`src/rtl/lane_add_pkg.sv`:
```
package lane_add_pkg;
  typedef enum logic [1:0] {
    OP_ONE_KEEP  = 2'd0,
    OP_PAIR_KEEP = 2'd1,
    OP_PAIR_ZERO = 2'd2,
    OP_QUAD      = 2'd3
  } lane_op_e;
endpackage

```
`src/rtl/lane_adder.sv`:
```
module lane_adder #(
  parameter int LANE_W = 64,
  parameter int LANES  = 4
) (
  input  logic [LANE_W*LANES-1:0] opnd_x,
  input  logic [LANE_W*LANES-1:0] opnd_y,
  output logic [LANE_W*LANES-1:0] lane_sum
);
  // one adder per lane; the carry-out is simply not kept
  for (genvar g = 0; g < LANES; g++) begin : g_lane
    assign lane_sum[g*LANE_W +: LANE_W] = opnd_x[g*LANE_W +: LANE_W] + opnd_y[g*LANE_W +: LANE_W];
  end
endmodule

```
`src/rtl/lane_ctrl.sv`:
```
module lane_ctrl
  import lane_add_pkg::*;
#(
  parameter int LANES = 4
) (
  input  logic [2:0]       op_code,
  output logic [LANES-1:0] take_sum,
  output logic [LANES-1:0] take_zero,
  output logic             reserved,
  output logic             first_is_a
);
  localparam int CW = $clog2(LANES + 1);
  localparam int PAIR = (LANES < 2) ? LANES : 2;

  lane_op_e  kind;
  logic [CW-1:0] active;

  assign kind       = lane_op_e'(op_code[1:0]);
  assign reserved   = op_code[2];
  assign first_is_a = op_code[1];

  always_comb begin
    unique case (kind)
      OP_ONE_KEEP:  active = CW'(1);
      OP_PAIR_KEEP: active = CW'(PAIR);
      OP_PAIR_ZERO: active = CW'(PAIR);
      default:      active = CW'(LANES);
    endcase
  end

  for (genvar g = 0; g < LANES; g++) begin : g_sel
    assign take_sum[g]  = !reserved && (CW'(g) < active);
    assign take_zero[g] = !reserved && (kind == OP_PAIR_ZERO) && !(CW'(g) < active);
  end
endmodule

```
`src/rtl/lane_merge.sv`:
```
module lane_merge #(
  parameter int LANE_W = 64,
  parameter int LANES  = 4
) (
  input  logic [LANE_W*LANES-1:0] lane_sum,
  input  logic [LANE_W*LANES-1:0] dst_old,
  input  logic [LANES-1:0]        take_sum,
  input  logic [LANES-1:0]        take_zero,
  output logic [LANE_W*LANES-1:0] merged
);
  for (genvar g = 0; g < LANES; g++) begin : g_mux
    always_comb begin
      if (take_sum[g])       merged[g*LANE_W +: LANE_W] = lane_sum[g*LANE_W +: LANE_W];
      else if (take_zero[g]) merged[g*LANE_W +: LANE_W] = '0;
      else                   merged[g*LANE_W +: LANE_W] = dst_old[g*LANE_W +: LANE_W];
    end
  end
endmodule

```
`src/rtl/lane_add_unit.sv`:
```
module lane_add_unit #(
  parameter int LANE_W = 64,
  parameter int LANES  = 4
) (
  input  logic                    clk,
  input  logic                    rst,
  input  logic                    in_valid,
  output logic                    in_ready,
  input  logic [2:0]              op_code,
  input  logic [LANE_W*LANES-1:0] dst_old,
  input  logic [LANE_W*LANES-1:0] src_a,
  input  logic [LANE_W*LANES-1:0] src_b,
  output logic                    out_valid,
  input  logic                    out_ready,
  output logic [LANE_W*LANES-1:0] out_data,
  output logic                    out_illegal
);
  localparam int VEC_W = LANE_W * LANES;

  logic [LANES-1:0] take_sum, take_zero;
  logic             reserved, first_is_a;
  logic [VEC_W-1:0] first_opnd, sums, merged;
  logic             accept;

  lane_ctrl #(.LANES(LANES)) u_ctrl (
    .op_code(op_code), .take_sum(take_sum), .take_zero(take_zero),
    .reserved(reserved), .first_is_a(first_is_a)
  );

  // two-operand forms add into the old destination
  assign first_opnd = first_is_a ? src_a : dst_old;

  lane_adder #(.LANE_W(LANE_W), .LANES(LANES)) u_add (
    .opnd_x(first_opnd), .opnd_y(src_b), .lane_sum(sums)
  );

  lane_merge #(.LANE_W(LANE_W), .LANES(LANES)) u_merge (
    .lane_sum(sums), .dst_old(dst_old), .take_sum(take_sum),
    .take_zero(take_zero), .merged(merged)
  );

  assign in_ready = !out_valid || out_ready;
  assign accept   = in_valid && in_ready;

  always_ff @(posedge clk) begin
    if (rst) begin
      out_valid   <= 1'b0;
      out_data    <= '0;
      out_illegal <= 1'b0;
    end else if (accept) begin
      out_valid   <= 1'b1;
      out_data    <= merged;
      out_illegal <= reserved;
    end else if (out_ready) begin
      out_valid   <= 1'b0;
    end
  end
endmodule

```
`config.mk`:
```
export PLATFORM = sky130hd
export DESIGN_NAME = lane_add_unit
export DESIGN_NICKNAME = d
export VERILOG_FILES = /design/src/rtl/lane_add_pkg.sv /design/src/rtl/lane_adder.sv /design/src/rtl/lane_ctrl.sv /design/src/rtl/lane_merge.sv /design/src/rtl/lane_add_unit.sv
export SDC_FILE = /design/constraint.sdc
export NUM_CORES = 1
export LEC_CHECK = 0
export BUFFER_PORTS_ARGS = -buffer_cell sky130_fd_sc_hd__clkbuf_2
export CAP_MARGIN = 20
export CELL_PAD_IN_SITES_DETAIL_PLACEMENT = 0
export CELL_PAD_IN_SITES_GLOBAL_PLACEMENT = 1
export CORE_AREA = 4 4 402 404
export CTS_BUF_LIST = sky130_fd_sc_hd__clkbuf_4 sky130_fd_sc_hd__clkbuf_8
export CTS_CLUSTER_DIAMETER = 120
export DETAILED_ROUTE_END_ITERATION = 10
export DIE_AREA = 0 0 406 408
export GPL_ROUTABILITY_DRIVEN = 0
export GPL_TIMING_DRIVEN = 1
export PLACE_DENSITY_LB_ADDON = 0.08
export SYNTH_ARGS = -nofsm -noshare
export SYNTH_HDL_FRONTEND = slang
export SYNTH_SLANG_ARGS = --single-unit
```
`constraint.sdc`:
```
create_clock -name clk -period 5.2 [get_ports clk]
set_input_delay 0.26 -clock clk [delete_from_list [all_inputs] [get_ports clk]]
set_output_delay 0.26 -clock clk [all_outputs]
set_load 0.02 [all_outputs]
```
==> results.toml, run 1 <==
[run_status]
status = "complete, no violations"

[finish]
final_cell_mix = "1030 x clkbuf_2, 394 x a21oi_1, 344 x nand2_1"
nFillCells = 18000
syn_to_final_growth_pct = 40.4
num-nets-final = 5987
drive_gt1_share_pct = 30.1
mostFrequentLayoutCell = "clkbuf_2"

[sta]
setup_tns_ns = 0
timing.hold.ws_ns = 0.0899
drv_slew = 0
skew_ns = 0.0258
min_period_ns = 4.48
rsz0062_at_grt = "no"
finalHoldViolCount = 0
max_freq_ghz = 0.223
setup_violations = 0
finalCritPeriodShare_pct = 86.2
slew_headroom_pct = 29.8
tightest_slew_ns = 1.05

[power_and_ir_drop]
ir_drop_v = 0.000145
power.density_mw_per_mm2 = 247
finalPower_uw = 9900
cellLeakagePower_uw = 0.0180

[drt]
vias = 34200
via_per_inst = 4.81
drtPass1Iterations = 5
wl_um = 187000
route.detailed.drc = 0
avgRoutedWirePerCell_um = 26.2
drt-initial-drc-count = 1870
postRouteAntennaNets = 0

[logic_synthesis]
synth_ff_type = "dfxtp_1"
syn_area_mm2 = 0.0285
syn_inst = 3800
synth-async-reset-ratio_pct = 0
synthAdderAreaFrac_pct = 11.3
synth_xor_area_share_pct = 6.69
synth_compound_gate_area_share_pct = 31.3
ys_types = 92
ys_seq_area_share_pct = 18.1
yosys_warnings = 0
postSynthAreaPerCell_um2 = 7.51
synth_edf_count = 0
syn_nets = 4831
ys_ff_latch = 258
synth_mux_area_share_pct = 10.4
synth-simple-area-share_pct = 17.4
synth_top_family_by_area = "compound AO/OA/AOI/OAI gates"

[cts]
clk_latency_ns = 0.71
numCtsBuffers = 69
cts-root-buf = "clkbuf_8"
h-tree-depth = 3
cts_resized = 0
cts_buffer_depth = 3
path_clk_slew_ns = 0.06
clock-sinks = 258
cts_tree = "built"

[floorplan]
initial_utilization_pct = 18.1
fp.dieW_um = 406
dieArea_mm2 = 0.166
io_pins = 1034
die_h_um = 408
fp-row-count = 146
core_mm2 = 0.158

[critical_path]
crit_buf_inv = 3
path_max_fanout = 5
critPathKind = "in -> reg"
critical_path_arrival_ns = 5.09
crit_chain = "dlygate4sd3_1 -> clkbuf_2 -> mux2_2 -> ha_1 -> fa_1 -> a211oi_1 -> o211ai_1 -> a211oi_2 -> o31ai_2 -> a21oi_2 -> nor3_1 -> o21ai_2 -> nand4_1 -> o211ai_1 -> xor2_1 -> o22ai_1 -> dlygate4sd3_1"
endpoint_kind = "flip-flop"
slowest_stage = "dlygate4sd3_1"
required_ns = 5.80
r2r_start = "out_valid"
cp-startpoint = "dst_old[0]"
critPathTopFamily = "compound AO/OA/AOI/OAI gates"
start_kind = "input port"
critPathMaxStageDelay_ns = 0.56

[worst_hold_path]
hp-class = "in -> reg"
holdCritStartpoint = "dst_old[38]"

[global_routing]
grt_pass1_wl_um = 264000
grt_overflow = 0
grt_use_total_pct = 21.7
grt_pass1_vias = 36200
grt_max_degree = 91
grt_antenna_before_repair = 68

[flow_run]
max-cap-violations = 0

[placed_design]
hpwlAfterDp_um = 154000
port_buffers = 1033
## stage by stage
| step | setup slack (ns) | cells | utilization (%) | instance area [um2] |
|---|---|---|---|---|
| after CTS | 0.769 | 7071 | 25.3 | 40000 |
| after global placement | 0.526 | 6678 | 22.7 | 35800 |
| final | 0.716 | 7117 | 25.4 | 40100 |
| after detailed placement | 0.455 | 6679 | 22.7 | 35800 |
| after global routing | 0.492 | 7091 | 25.4 | 40000 |
| after floorplan | 0.639 | 3800 | - | 28500 |
## what timing repair did
| action | in CTS | in global routing |
|---|---|---|
| hold buffers | 278 | 0 |
| setup buffers | 0 | 0 |
| endpoints found under the hold margin | 252 | 0 |
## final timing paths
kind / end / slack [ns] / depth (start not counted)
max: out_data[62] / 0.72 / 17
max reg2reg: out_data[61] / 2.42 / 7
min: out_data[38] / 0.09 / 3
min reg2reg: out_data[12] / 0.46 / 2
## flip-flops by register name (all words and copies together), names as in the netlist
| name | flops |
|---|---|
| out_data | 256 |
| out_illegal | 1 |
| out_valid | 1 |
## Yosys cell counts, drive strengths merged (16+ instances only)
| master | number | area share (%) |
|---|---|---|
| a21oi | 401 | 7.1 |
| nand2 | 346 | 4.5 |
| nor2 | 338 | 4.4 |
| o21ai | 297 | 5.3 |
| dfxtp | 258 | 18 |
| clkbuf | 254 | 3.3 |
| mux2 | 254 | 10 |
| ha | 252 | 11 |
| a21o | 160 | 4.2 |
| xnor2 | 140 | 4.3 |
| nor3 | 113 | 2.0 |
| a221oi | 112 | 3.6 |
| nand4 | 98 | 2.1 |
| xor2 | 78 | 2.4 |
| inv | 73 | 0.96 |
| o21bai | 58 | 1.5 |
| nand3 | 51 | 0.89 |
| a31oi | 50 | 1.2 |
| a311oi | 45 | 1.4 |
| o211ai | 38 | 1.0 |
| a211oi | 33 | 0.96 |
| o21a | 29 | 0.76 |
| and3 | 25 | 0.55 |
| buf | 23 | 0.38 |
| o31ai | 20 | 0.68 |
| and2 | 19 | 0.42 |
| nor4 | 19 | 0.44 |
| or3 | 19 | 0.42 |
| nor2b | 16 | 0.35 |
## where the power goes
part	switching (uW)	total (uW)	internal [uW]
sequential	114	2270	2160
clock	1260	2860	1600
combinational	2920	4770	1850
total	4300	9900	5600
## layout make-up
type / count / area [um2] / area share [%]
diodes: 46 / 115 / 0.287
multi-input cells: 3192 / 22100 / 55.1
inverters: 73 / 277 / 0.690
clock buffers: 101 / 1270 / 3.17
flip-flops and latches: 258 / 5160 / 12.9
clock inverters: 13 / 92.6 / 0.231
well taps: 2072 / 2590 / 6.47
repair buffers: 1362 / 8490 / 21.2
## worst reg2reg max path: stages (launching register included)
cell and delay (ns):
dfxtp_1 0.33, nand2b_1 0.15, nand2_4 0.42, buf_4 0.48, a21oi_1 0.07, dlygate4sd3_1 0.57
a21oi_1 0.14, dlygate4sd3_1 0.55
## routing by layer
metal | vias to the layer above | wire, um | track usage [%]
li1 | 16600 | - | -
met1 | 16400 | 78000 | 25.8
met2 | 984 | 91600 | 38.0
met3 | 179 | 12600 | 5.77
met4 | 34 | 4200 | 6.17
met5 | - | 222 | 0
## logic make-up after synthesis
logic type      Yosys count
compound gates         1361
mux                     266
fa+ha+maj               256
buf+inv                 350
simple gates           1091
flops                   258
xor+xnor                218
Power figures use the tool's default switching activity.
==> run 2, diff against run 1 <==
--- a/config.mk
+++ b/config.mk
@@ -16,7 +16,7 @@
 export DIE_AREA = 0 0 406 408
 export GPL_ROUTABILITY_DRIVEN = 0
 export GPL_TIMING_DRIVEN = 1
-export PLACE_DENSITY_LB_ADDON = 0.08
+export PLACE_DENSITY_LB_ADDON = 0.12
 export SYNTH_ARGS = -nofsm -noshare
 export SYNTH_HDL_FRONTEND = slang
 export SYNTH_SLANG_ARGS = --single-unit
==> run 2 against run 1 <==
Against the previous run:
- fmax shrank 5.5%
- via count up 0.20%
- first-iteration DRC count is 2.7% higher
- final cell count down 0.21%
- total power up 1.2%
- sequential share of layout area about the same
- wire length is 0.46% higher
- critical path type unchanged
- largest power group unchanged
- highest routed layer unchanged
==> results.toml, run 2 (synthesis results as in run 1) <==
[cts]
clock-sinks = 258
cts_tree = "built"
numCtsBuffers = 70
path_clk_slew_ns = 0.05
cts_buffer_depth = 3
clk_latency_ns = 0.72
h-tree-depth = 3
cts_setup_buffers = 0
cts-root-buf = "clkbuf_8"

[sta]
max_freq_ghz = 0.211
drv_slew = 0
finalHoldViolCount = 0
skew_ns = 0.0509
finalCritPeriodShare_pct = 91.2
rsz0062_at_grt = "no"
setup_tns_ns = 0
setup_violations = 0
timing.hold.ws_ns = 0.0797
tightest_slew_ns = 1.03
slew_headroom_pct = 31.1
min_period_ns = 4.74

[finish]
num-nets-final = 5992
regMostFlops = "out_data"
nFillCells = 17900
final_cell_mix = "1030 x clkbuf_2, 394 x a21oi_1, 344 x nand2_1"
drive_gt1_share_pct = 30.0
syn_to_final_growth_pct = 40.6
finalNonFillerCells = 7102
final_area_mm2 = 0.0401
mostFrequentLayoutCell = "clkbuf_2"
top_regs = "out_data: 256 flops, out_illegal: 1 flops, out_valid: 1 flops"
largest_reg_flops = 256

[power_and_ir_drop]
finalPower_uw = 10000
cellLeakagePower_uw = 0.0181
power.density_mw_per_mm2 = 250
ir_drop_v = 0.000145

[floorplan]
io_pins = 1034
fp.dieW_um = 406
die_h_um = 408
dieArea_mm2 = 0.166
initial_utilization_pct = 18.1
fp-row-count = 146
core_mm2 = 0.158

[critical_path]
crit_buf_inv = 5
start_kind = "input port"
path_max_fanout = 32
critPathTopFamily = "buffers and inverters"
critical_path_arrival_ns = 5.34
cp-startpoint = "op_code[1]"
required_ns = 5.80
endpoint_kind = "flip-flop"
crit_chain = "buf_8 -> buf_12 -> buf_4 -> buf_4 -> mux2_2 -> ha_1 -> nand4_1 -> nor4_1 -> nand4b_1 -> a21oi_1 -> o21ai_0 -> a21oi_1 -> xor2_1 -> mux2i_1 -> nor3_1 -> dlygate4sd3_1"
worstRegToRegCells = 6
critPathKind = "in -> reg"
r2r_start = "out_valid"
slowest_stage = "dlygate4sd3_1"
critPathMaxStageDelay_ns = 0.59
cp_num_cells = 16

[drt]
via_per_inst = 4.83
postRouteAntennaNets = 0
route.detailed.drc = 0
avgRoutedWirePerCell_um = 26.4
drtPass1Iterations = 7
drt-initial-drc-count = 1920
wl_um = 188000
vias = 34300

[placed_design]
port_buffers = 1033
dp_cells = 6677
hpwlAfterDp_um = 155000
place_area_mm2 = 0.0358

[worst_hold_path]
hp-class = "in -> reg"
holdCritStartpoint = "dst_old[35]"
min_path_cells = 5

[global_routing]
grt_overflow = 0
grt_max_degree = 118
grt_use_total_pct = 21.8
grt_antenna_before_repair = 51
grt_pass1_vias = 36400
grt_pass1_wl_um = 266000

[flow_run]
max-cap-violations = 0

[run_status]
status = "complete, no violations"
==> run 2: path summary, 6_finish.rpt <==
kind	slack (ns)	end
worst max-delay path	0.46	out_data[127]
worst min-delay path	0.08	out_data[35]
worst max register to register	2.12	out_data[126]
worst min register to register	0.45	out_data[12]
==> run 2: timing repair <==
| item | CTS | global route |
|---|---|---|
| hold endpoints to repair | 252 | 0 |
| resized for setup | 0 | 0 |
| hold buffers | 284 | 0 |
==> run 2: cell type report <==
type	instances	area, um2	share of cell area [%]
Clock inverter	11	108	0.268
Tap cell	2072	2590	6.46
Sequential cell	258	5160	12.9
Antenna cell	28	70.1	0.175
Timing Repair Buffer	1366	8530	21.2
Multi-Input combinational cell	3192	22100	55.0
Clock buffer	102	1300	3.25
Inverter	73	277	0.689
==> run 2: metal layers <==
metal | up-vias | global-route usage (%) | routed length (um)
met4 | 22 | 4.87 | 3870
li1 | 16600 | - | -
met3 | 176 | 4.81 | 11500
met2 | 973 | 38.5 | 91500
met1 | 16500 | 26.8 | 80500
met5 | - | 0 | 156
==> run 2: power by group <==
group | total (uW) | internal (uW) | switching [uW]
Combinational | 4790 | 1850 | 2940
Sequential | 2260 | 2160 | 107
Clock | 2970 | 1680 | 1290
==> run 2: metrics by stage <==
stage	util, %	setup slack (ns)
floorplan	-	0.639
detailed placement	22.7	0.329
global route	25.4	0.307
global placement	22.7	0.353
CTS	25.4	0.724
finish	25.4	0.457
==> run 2: tightest hold or removal path: stages <==
cell	delay (ns)
clkbuf_2	0.13
a21oi_1	0.07
o21ai_0	0.10
o21ai_0	0.10
nor2_1	0.09
==> run 3, diff against run 2 <==
--- a/config.mk
+++ b/config.mk
@@ -9,14 +9,14 @@
 export CAP_MARGIN = 20
 export CELL_PAD_IN_SITES_DETAIL_PLACEMENT = 0
 export CELL_PAD_IN_SITES_GLOBAL_PLACEMENT = 1
-export CORE_AREA = 4 4 402 404
+export CORE_AREA = 4 4 401 403
 export CTS_BUF_LIST = sky130_fd_sc_hd__clkbuf_4 sky130_fd_sc_hd__clkbuf_8
 export CTS_CLUSTER_DIAMETER = 120
 export DETAILED_ROUTE_END_ITERATION = 10
-export DIE_AREA = 0 0 406 408
+export DIE_AREA = 0 0 405 407
 export GPL_ROUTABILITY_DRIVEN = 0
 export GPL_TIMING_DRIVEN = 1
-export PLACE_DENSITY_LB_ADDON = 0.12
+export PLACE_DENSITY_LB_ADDON = 0.1
 export SYNTH_ARGS = -nofsm -noshare
 export SYNTH_HDL_FRONTEND = slang
 export SYNTH_SLANG_ARGS = --single-unit
==> constraint.sdc (replaced) <==
create_clock -name clk -period 3.8 [get_ports clk]
set_input_delay 0.19 -clock clk [delete_from_list [all_inputs] [get_ports clk]]
set_output_delay 0.19 -clock clk [all_outputs]
set_load 0.02 [all_outputs]
==> run 3 against run 2 <==
Against the previous run:
- clock power increased by 40%
- critical path depth increased by 1
- clock skew increased by 0.0047 ns
- via count increased by 8.5%
- wire length increased by 3.9%
- sequential cell count unchanged
- non-clock buffer count increased by 820
- combinational power increased by 68%
- count of clock-buffer cells in the layout unchanged
- largest cell class unchanged
==> results.toml, run 3 (synthesis results as in run 1) <==
[finish]
mostFrequentLayoutCell = "clkbuf_2"
seqCellArea_mm2 = 0.00516
nFillCells = 17500
final_area_mm2 = 0.0468
drive_gt1_share_pct = 40.1
top_regs = "out_data: 256 flops, out_illegal: 1 flops, out_valid: 1 flops"
multiInputGateArea_mm2 = 0.0223
regMostFlops = "out_data"
final_cell_mix = "1030 x clkbuf_2, 818 x buf_4, 385 x a21oi_1"
largest_reg_flops = 256
syn_to_final_growth_pct = 64.1
num-nets-final = 6808

[sta]
rsz0062_at_grt = "yes"
setup_tns_ns = 0
tightest_slew_ns = 0.926
min_period_ns = 3.76
finalCritPeriodShare_pct = 98.9
skew_ns = 0.0556
slew_headroom_pct = 38.3
drv_slew = 0
timing.hold.ws_ns = 0.0281
setup_violations = 0
setup_ws_ns = 0.0434
max_freq_ghz = 0.266
finalHoldViolCount = 0

[global_routing]
grt_use_total_pct = 22.5
grt_max_degree = 99
grt_overflow = 0
grt_antenna_before_repair = 61
grt_pass1_vias = 38900
grt_pass1_wl_um = 271000

[floorplan]
core_mm2 = 0.157
io_pins = 1034
fp.dieW_um = 405
dieArea_mm2 = 0.165
die_h_um = 407
fp-row-count = 146
initial_utilization_pct = 18.1

[cts]
clk_latency_ns = 0.77
path_clk_slew_ns = 0.05
cts-root-buf = "clkbuf_8"
cts_tree = "built"
clock-sinks = 258
cts_buffer_depth = 3
h-tree-depth = 3
numCtsBuffers = 66

[critical_path]
critical_path_arrival_ns = 4.38
critPathKind = "in -> reg"
crit_chain = "dlygate4sd3_1 -> clkbuf_2 -> mux2_2 -> ha_1 -> o2111ai_2 -> a31oi_2 -> o31ai_2 -> buf_4 -> o21a_1 -> o21a_2 -> a211o_1 -> nand3_1 -> buf_4 -> xor2_1 -> a221oi_1 -> nor3_1 -> dlygate4sd3_1"
slowest_stage = "dlygate4sd3_1"
path_max_fanout = 4
endpoint_kind = "flip-flop"
start_kind = "input port"
critPathMaxStageDelay_ns = 0.57
required_ns = 4.42
worstRegToRegCells = 6

[placed_design]
place_area_mm2 = 0.0418
port_buffers = 1033
hpwlAfterDp_um = 164000
pre_cts_ws_ns = -0.479

[drt]
postRouteAntennaNets = 0
drtPass1Iterations = 5
avgRoutedWirePerCell_um = 24.6
drt-initial-drc-count = 1800
route.detailed.drc = 0
via_per_inst = 4.69
vias = 37200
wl_um = 195000

[worst_hold_path]
hp-class = "in -> reg"
min_path_cells = 3

[power_and_ir_drop]
power.density_mw_per_mm2 = 327
ir_drop_v = 0.000198
cellLeakagePower_uw = 0.0222

[run_status]
status = "complete, no violations"

[flow_run]
max-cap-violations = 0
## run 3: cell types whose count changed in the layout (fill, tap and decap cells not counted), moves of 5 or more
cell and delta:
buf_4 +778, dlygate4sd3_1 +29, buf_12 +14, diode_2 +11, a21oi_1 -9, a21oi_2 +9
a211oi_1 -5
## run 3: critical path, delay by kind of cell
kind	cells	cell delay, ns
AO/OA/AOI/OAI	7	1.63
buffers and inverters	5	1.58
adder cells (fa/ha/maj)	1	0.35
multiplexers	1	0.27
AND/OR/NAND/NOR	2	0.26
XOR/XNOR	1	0.08
## run 3: path summary, 6_finish.rpt
check | from | end | slack [ns]
worst min register to register | out_illegal | out_illegal | 0.45
worst min-delay path | op_code[0] | out_data[129] | 0.03
worst max register to register | out_valid | out_data[117] | 0.92
worst max-delay path | dst_old[197] | out_data[230] | 0.04
## run 3: stage by stage
stage / total power (uW) / utilization, % / std cells
3_5_place_dp: 10900 / 26.6 / 7456
5_1_grt: 16300 / 29.7 / 7922
4_1_cts: 15500 / 29.5 / 7887
2_1_floorplan: 7020 / - / 3800
6_report: 15300 / 29.7 / 7938
3_3_place_gp: 10900 / 26.6 / 7456
## run 3: cell type report
class	instances	share of cell area (%)
clock buffers	102	2.77
repair buffers	2186	31.9
multi-input cells	3192	47.6
well taps	2072	5.54
clock inverters	16	0.409
flip-flops and latches	258	11.0
diodes	39	0.208
inverters	73	0.590
## run 3: what timing repair did
item	4_1_cts	5_1_grt
hold buffers	313	0
resized for setup	0	36
endpoints found under the setup margin	0	12
setup buffers	0	11
hold endpoints to repair	256	0
## run 3: routing by layer
metal | part of all wire [%] | vias up | global-route usage, % | wire length (um)
met5 | 0.097 | - | 0 | 190
met4 | 3.7 | 28 | 8.70 | 7310
met3 | 6.5 | 250 | 6.07 | 12600
met2 | 48 | 1077 | 39.2 | 94500
met1 | 41 | 17600 | 26.3 | 80200
li1 | - | 18200 | - | -
## run 3: where the power goes
part           switching, uW  internal [uW]  total, uW
combinational           4380           3650       8030
clock                   1780           2390       4170
sequential               161           2950       3110
